[src/rtl/wsc_pkg.sv]
package wsc_pkg;

    typedef enum logic [2:0] {
        MODE_OFF    = 3'd0,
        MODE_IDLE   = 3'd1,
        MODE_TX     = 3'd2,
        MODE_RX     = 3'd3,
        MODE_RXPOLL = 3'd4,
        MODE_FD     = 3'd5
    } op_mode_e;

    // set requests handed to the status register in one cycle
    typedef struct packed {
        logic wake;
        logic ram;
        logic req_upd;
        logic req_val;
        logic irq;
    } set_ev_t;

    typedef struct packed {
        logic req;
        logic wake;
        logic ram_lost;
    } status_t;

    function automatic logic mode_is_active(input logic [2:0] m);
        return (m >= 3'(MODE_IDLE)) && (m <= 3'(MODE_FD));
    endfunction

    function automatic logic mode_is_idle(input logic [2:0] m);
        return m == 3'(MODE_IDLE);
    endfunction

    function automatic logic mode_is_off(input logic [2:0] m);
        return m == 3'(MODE_OFF);
    endfunction

endpackage

[src/rtl/wsc_sync.sv]
module wsc_sync #(
    parameter int               WIDTH   = 2,
    parameter int               STAGES  = 2,
    parameter logic [WIDTH-1:0] RST_VAL = '0
) (
    input  logic             clk,
    input  logic             rst,
    input  logic [WIDTH-1:0] d,
    output logic [WIDTH-1:0] q
);

    generate
        for (genvar i = 0; i < WIDTH; i++) begin : g_bit
            logic [STAGES-1:0] sh;
            always_ff @(posedge clk) begin
                if (rst) begin
                    sh <= {STAGES{RST_VAL[i]}};
                end else begin
                    sh <= {sh[STAGES-2:0], d[i]};
                end
            end
            assign q[i] = sh[STAGES-1];
        end
    endgenerate

endmodule

[src/rtl/wsc_debounce.sv]
module wsc_debounce #(
    parameter int DEB_CNT = 8195
) (
    input  logic clk,
    input  logic rst,
    input  logic pin_s,
    input  logic active,
    output logic done_o,
    output logic level_o
);

    localparam int            CW   = $clog2(DEB_CNT + 1);
    localparam logic [CW-1:0] LAST = CW'(DEB_CNT);

    logic          prev;
    logic          run;
    logic [CW-1:0] cnt;
    logic          pin_edge;

    assign pin_edge = pin_s ^ prev;
    assign done_o   = active && run && !pin_edge && (cnt == LAST);
    assign level_o  = pin_s;

    always_ff @(posedge clk) begin
        if (rst) begin
            prev <= 1'b1;
            run  <= 1'b0;
            cnt  <= '0;
        end else begin
            prev <= pin_s;
            if (!active) begin
                run <= 1'b0;
                cnt <= '0;
            end else if (pin_edge) begin
                run <= 1'b1;
                cnt <= '0;
            end else if (done_o) begin
                run <= 1'b0;
            end else if (run) begin
                cnt <= cnt + 1'b1;
            end
        end
    end

endmodule

[src/rtl/wsc_status.sv]
module wsc_status
    import wsc_pkg::*;
(
    input  logic    clk,
    input  logic    rst,
    input  set_ev_t ev,
    input  logic    rd_stb,
    output status_t st,
    output logic    irq
);

    always_ff @(posedge clk) begin
        if (rst) begin
            st  <= '0;
            irq <= 1'b0;
        end else begin
            if (ev.req_upd) begin
                st.req <= ev.req_val;
            end
            st.wake     <= ev.wake | (st.wake & ~rd_stb);
            st.ram_lost <= ev.ram  | (st.ram_lost & ~rd_stb);
            irq         <= ev.irq  | (irq & ~rd_stb);
        end
    end

endmodule

[src/rtl/wake_status_ctrl.sv]
module wake_status_ctrl
    import wsc_pkg::*;
#(
    parameter int DEB_CNT     = 8195,
    parameter int SYNC_STAGES = 2
) (
    input  logic       clk_i,
    input  logic       rst_i,
    input  logic       pwr_req_n_i,
    input  logic       wake_i,
    input  logic [2:0] mode_i,
    input  logic       ram_low_i,
    input  logic       rd_stb_i,
    input  logic       clk_on_cfg_i,
    output logic       st_req_o,
    output logic       st_wake_o,
    output logic       st_ram_lost_o,
    output logic       clk_en_o,
    output logic       irq_o
);

    localparam int PIN_REQ  = 0;
    localparam int PIN_WAKE = 1;

    logic [1:0] pins_s;
    logic       wake_prev;
    logic       wake_rise;
    logic [2:0] mode_prev;
    logic       off_to_idle;
    logic       deb_done;
    logic       deb_level;
    set_ev_t    ev;
    status_t    st;
    logic       irq;

    wsc_sync #(
        .WIDTH  (2),
        .STAGES (SYNC_STAGES),
        .RST_VAL(2'b01)
    ) u_sync (
        .clk(clk_i),
        .rst(rst_i),
        .d  ({wake_i, pwr_req_n_i}),
        .q  (pins_s)
    );

    always_ff @(posedge clk_i) begin
        if (rst_i) begin
            wake_prev <= 1'b0;
            mode_prev <= 3'(MODE_OFF);
        end else begin
            wake_prev <= pins_s[PIN_WAKE];
            mode_prev <= mode_i;
        end
    end

    assign wake_rise   = pins_s[PIN_WAKE] & ~wake_prev;
    assign off_to_idle = mode_is_off(mode_prev) && mode_is_idle(mode_i);

    wsc_debounce #(
        .DEB_CNT(DEB_CNT)
    ) u_deb (
        .clk    (clk_i),
        .rst    (rst_i),
        .pin_s  (pins_s[PIN_REQ]),
        .active (mode_is_active(mode_i)),
        .done_o (deb_done),
        .level_o(deb_level)
    );

    always_comb begin
        ev.wake    = wake_rise;
        ev.ram     = ram_low_i | off_to_idle;
        ev.req_upd = deb_done | off_to_idle;
        ev.req_val = ~deb_level;
        ev.irq     = wake_rise | deb_done | (off_to_idle & ~pins_s[PIN_REQ]);
    end

    wsc_status u_status (
        .clk   (clk_i),
        .rst   (rst_i),
        .ev    (ev),
        .rd_stb(rd_stb_i),
        .st    (st),
        .irq   (irq)
    );

    assign st_req_o      = st.req;
    assign st_wake_o     = st.wake;
    assign st_ram_lost_o = st.ram_lost;
    assign irq_o         = irq;
    assign clk_en_o      = clk_on_cfg_i | st.wake;

endmodule

[config.mk]
export PLATFORM = sky130hd
export DESIGN_NAME = wake_status_ctrl
export DESIGN_NICKNAME = d
export VERILOG_FILES = /design/src/rtl/wsc_pkg.sv /design/src/rtl/wsc_sync.sv /design/src/rtl/wsc_debounce.sv /design/src/rtl/wsc_status.sv /design/src/rtl/wake_status_ctrl.sv
export SDC_FILE = /design/constraint.sdc
export NUM_CORES = 1
export LEC_CHECK = 0
export ABC_AREA = 0
export CAP_MARGIN = 20
export CORE_MARGIN = 2
export CORE_UTILIZATION = 47
export CTS_CLUSTER_SIZE = 28
export DETAILED_ROUTE_END_ITERATION = 8
export HOLD_SLACK_MARGIN = 0.15
export PLACE_DENSITY_LB_ADDON = 0.25
export SYNTH_ARGS = -nofsm -noshare
export SYNTH_HDL_FRONTEND = slang
export SYNTH_SLANG_ARGS = --single-unit
export TNS_END_PERCENT = 30
[constraint.sdc]
create_clock -name clk_i -period 1.6 [get_ports clk_i]
set_clock_uncertainty 0.05 [all_clocks]
set_input_delay 0.32 -clock clk_i [delete_from_list [all_inputs] [get_ports clk_i]]
set_output_delay 0.32 -clock clk_i [all_outputs]
set_load 0.02 [all_outputs]
-- Word-level counts from Yosys, hierarchy flattened
Cells that the tools add are included.
- flip-flop bits (word level): 28
- input bits: 10
- output and inout bits: 5
- $add $sub $neg: 1
- order comparisons: 2
- equality and inequality tests: 2
- multiplexer cells: 2
- bitwise gates (word level): 19
- reductions and logical operators: 11
- operators by type and width (operator ; count):
    $add 14x1->14 const B ; 1
    $eq 14x14->1 const B ; 1
    $or 1x1->1 ; 8
    $and 1x1->1 ; 5
    $logic_and 1x1->1 ; 5
    $not 1->1 ; 5
    $eq 3x1->1 const B ; 1
    $ge 3x1->1 const B ; 1
    $le 3x3->1 const B ; 1
    $logic_not 3->1 ; 1
    $reduce_or 3->1 ; 1
    $mux 1 ; 2
    $reduce_and 2->1 ; 1
    $reduce_bool 2->1 ; 1
    $reduce_or 2->1 ; 1
    $logic_not 1->1 ; 1
    $xor 1x1->1 ; 1

-- Longest topological paths before layout
- word-level depth: 8
- mapped depth: 5
- mapped depth without buffers: 5

-- Modules after synthesis
Synthesis repeated with hierarchy kept, for this count alone.
- cell total of the unflattened synthesis: 133
- area total of the unflattened synthesis: 1216.2 µm²
- by module, submodules not included (module ; times used ; cells an instance ; area an instance (µm²)):
    wsc_debounce ; 1 ; 88 ; 769.5
    wake_status_ctrl ; 1 ; 20 ; 187.7
    wsc_status ; 1 ; 15 ; 138.9
    wsc_sync ; 1 ; 10 ; 120.1

-- Worst setup path before layout
OpenSTA, ideal clock, no wires.
- path kind: register to register
- start point: register u_sync.g_bit[0].sh[1]
- end point: register u_deb.cnt[2]
- arrival: 1.416 ns
- required time: 1.476 ns
- slack: 0.059 ns
- cell stages (with the launch flop): 5
- path buffers: 0
- clock period less this slack: 1.541 ns
- cells stage by stage: dfxtp_1 -> xor2_1 -> or4b_1 -> a2111o_1 -> o21ai_0
- word-level cells in the longest chain between the ends: 6
- elaborated cells between the ends (all ways): 7
- those cells by class: bitwise (2); reduce/logical (5)
- ends and longest elaborated chain (element ; RTL line ; text):
    from (decl) ; wsc_sync.sv:14 ; logic [STAGES-1:0] sh;
    from (signal assigned) ; wsc_sync.sv:17 ; sh <= {STAGES{RST_VAL[i]}};
    from (signal assigned) ; wsc_sync.sv:19 ; sh <= {sh[STAGES-2:0], d[i]};
    $xor 1x1->1 (*) ; wsc_debounce.sv:20 ; assign pin_edge = pin_s ^ prev;
    $logic_not 1->1 ; wsc_debounce.sv:21 ; assign done_o = active && run && !pin_edge && (cnt == LAST);
    $logic_and 1x1->1 (2 in a row) ; wsc_debounce.sv:21 ;
    $not 1->1 (no line) ; - ;
    $reduce_and 2->1 (no line) ; - ;
    to (signal assigned) ; wsc_debounce.sv:40 ; cnt <= cnt + 1'b1;
    to (decl) ; wsc_debounce.sv:17 ; logic [CW-1:0] cnt;
Every way passes the cells marked *; elsewhere a longest branch is shown, timed or not.
A chain may end at the register's enable or synchronous reset.

-- Final worst setup path
- start point: register u_deb.cnt[11]
- end point: register u_status.st[2] (netlist name)
- word-level cells in the longest chain between the ends: 3
- ends and longest elaborated chain (element ; RTL line ; text):
    $eq 14x14->1 ; wsc_debounce.sv:21 ;
    $logic_and 1x1->1 ; wsc_debounce.sv:21 ;
    $or 1x1->1 ; wake_status_ctrl.sv:74 ; ev.req_upd = deb_done | off_to_idle;
No other way between the ends.

==> out/results.ini <==
[finish]
antenna_cells=0
nNetsFinal=170
areaGrowthSynthToFinish_pct=30.1
final_core_util=0.633
drive_gt1_frac=0.241

[clocking]
htree_levels=1
clkTransAtPathRegs_ns=0.15
clock-sinks=28
clk_latency_ns=0.33
cts_root_buffer=clkbuf_4
cts_made_buffers=3
clk_path_buf_depth=2
cts_tree=yes

[power_and_ir_drop]
power_mw=1.17
p_per_area_mw_per_mm2=768
vdd_drop_max_uv=744
p_leak_nw=0.587

[logic_synthesis]
yosysWarnings=0
syn-instance-count=127
syn-cell-area_mm2=0.00117
ys_types=37
postSynthAreaPerCell_um2=9.23
seq_area_frac_synth=0.478
syn_nets=138
ys_seq_elements=28

[place]
gp_congestion=0.736
io_buffers=14
place.detailed.hpwl_mm=1.87
dp_worst_setup_slack_ns=-0.462

[drt]
wl_met1_mm=1.11
top_layer_used=met4
post-route-drc-count=0
antenna_left=0
wl_met3_um=58
via_count=1017
wl_per_cell_um=13.2
viasPerCell=5.41
firstDrtPassIters=4
wirelength_mm=2.49
wl_met2_mm=1.29
drtIter0Drc=5

[sta]
rsz0062_at_grt=true
tightest_slew_ns=0.332
setup_viol=2
timing.setup.tns_ns=-0.0220
finalCriticalPeriod_ns=1.62
setup_ws_ns=-0.0201
finalHoldViolations=0
fmax_mhz=617
maxSlewHeadroom=0.775
finalCritPeriodShare=1.01
slew_violations=0
whs_ns=0.341

[flow_run]
drv_cap=0

[floorplan]
die_h_um=53.9
num_io_pins=15
dieArea_mm2=0.00291
die_x_um=53.9
initial_core_util=0.487
core_mm2=0.00241
fp-row-count=18

[status]
violations=negative setup slack
outcome=complete, but fails checks

[global_route]
grt_max_degree=16
grt_pass1_vias=955
grt_use_total=0.195
antenna_found_initial=0
overflow=0
grt_pass1_wl_mm=4.14

[worst_setup_path]
critPathMaxStageDelay_ns=0.57
r2r-start=u_deb.cnt[11]
critPathTopFamily=simple AND/OR/NAND/NOR gates
critPathMaxFanout=2
worst_setup_path_start_kind=flip-flop
critPathArrivalTime_ns=1.80
r2r_slack_ns=-0.02
endpoint_kind=flip-flop
critical_path_class=reg -> reg
cpMaxStageDelayCell=or4_4
reg2reg_to=u_status.st[2]
reg2reg_depth=5
required_ns=1.78
crit_chain=or4_4, nor3_4, buf_4, a21boi_2, mux2i_1
path_buf_inv=1

[min_path]
min_from=mode_i[1]
holdPathEnd=mode_prev[1]
hold_depth=2
min_path_type=in -> reg

[where the power goes]
group	internal (mW)	total, mW	switching [mW]
clock network	0.139	0.343	0.203
registers	0.714	0.722	0.00778
logic	0.0565	0.108	0.0512
total	0.909	1.17	0.262
[placed cells by master, fill, tap and decap left out, types with 3 or more instances in the layout]
cell / synthesis / final
dfxtp_1: 28 / 25
xnor2_1: 3 / 3
buf_4: 0 / 17
a21oi_1: 9 / 8
o21ai_0: 4 / 4
or3_1: 3 / 3
or2_2: 4 / 4
nor2b_1: 6 / 6
mux2i_1: 3 / 3
xor2_1: 5 / 5
nand2_1: 11 / 11
inv_1: 3 / 3
clkdlybuf4s50_1: 0 / 6
nor2_1: 8 / 8
dlygate4sd2_1: 0 / 7
nand4_1: 4 / 4
clkbuf_4: 0 / 3
dfxtp_2: 0 / 3
[final cells by class]
| cell class | count | area [um^2] |
|---|---|---|
| timing repair buffer | 31 | 254 |
| fill | 196 | 885 |
| tap | 30 | 37.5 |
| inverter | 3 | 11.3 |
| clock buffer | 4 | 36.3 |
| sequential | 28 | 564 |
| multi-input combinational | 92 | 622 |
[what timing repair did]
action | 4_1_cts | 5_1_grt
pin swaps | 4 | 4
endpoints found under the setup margin | 11 | 10
hold buffers | 0 | 0
gates resized for setup | 18 | 6
setup buffers | 1 | 1
endpoints found under the hold margin | 0 | 0
[how the worst max path moves through the flow]
stage | startpoint | end | cells past startpoint
2_1_floorplan | u_sync.g_bit[0].sh[1] | u_deb.cnt[2] | 4
3_3_place_gp | mode_i[2] | u_deb.cnt[2] | 5
3_5_place_dp | mode_i[2] | u_deb.cnt[2] | 5
4_1_cts | clk_on_cfg_i | clk_en_o | 3
5_1_grt | u_deb.cnt[11] | u_deb.cnt[2] | 4
6_report | u_deb.cnt[11] | u_status.st[2] | 5
[worst register-to-register path: cells and delay by family (launching register included)]
family | cells | cell delay [ns]
flops | 1 | 0.35
mux | 1 | 0.12
simple gates | 2 | 0.82
compound gates | 1 | 0.05
buf+inv | 1 | 0.15
[synthesized netlist by cell type]
master	instances	area, um^2
and4b_1	1	10.0
or2_2	4	25.0
or3_1	3	18.8
a2111o_1	1	11.3
xor2_1	5	43.8
nor4b_1	1	8.76
nand4_2	1	12.5
o31ai_1	1	7.51
inv_1	3	11.3
and3_1	1	6.26
nand4b_1	1	8.76
nand2b_1	2	12.5
ha_1	1	12.5
nand3b_1	1	7.51
nand3_1	2	10.0
o21a_1	1	7.51
xnor2_1	3	26.3
mux2i_1	3	30.0
dfxtp_1	28	561
nor4_1	2	12.5
or2_0	1	6.26
and4_1	2	17.5
or4_1	2	15.0
clkbuf_1	4	15.0
nand4_1	4	25.0
a21oi_1	9	45.0
nor3_1	5	25.0
o21ai_0	4	20.0
nand2_1	11	41.3
nor2b_1	6	37.5
or4b_1	1	10.0
or2b_1	1	7.51
a21boi_0	1	7.51
a21boi_1	1	7.51
nor3b_1	1	7.51
nor2_1	8	30.0
o221a_2	1	11.3
[registers in the layout, summed over array words and instances, names as in the netlist]
signal	flops
wake_prev	1
u_deb.prev	1
u_status.irq	1
u_deb.run	1
u_deb.cnt	14
u_status.st	3
u_sync.g_bit.sh	4
mode_prev	3
[through the flow]
stage / instances / cell area (um^2)
final: 188 / 1530
after global routing: 188 / 1530
after CTS: 187 / 1510
after detailed placement: 183 / 1460
after global placement: 183 / 1460
after floorplan: 127 / 1170
[layer usage]
layer,track usage,vias up
li1,-,517
met1,0.242,483
met2,0.337,13
met3,0.0361,4
met4,0.0598,0
met5,0,-
[logic make-up after synthesis]
| kind of cell | after synthesis | share of synthesized area |
|---|---|---|
| DFF | 28 | 0.478 |
| buffers and inverters | 7 | 0.0224 |
| and+or+nand+nor | 61 | 0.303 |
| AOI/OAI and AO/OA | 19 | 0.100 |
| xor gates and xnor gates | 8 | 0.0598 |
| muxes | 3 | 0.0256 |
| adders and majority gates | 1 | 0.0107 |
(Power assumes the default switching activity.)
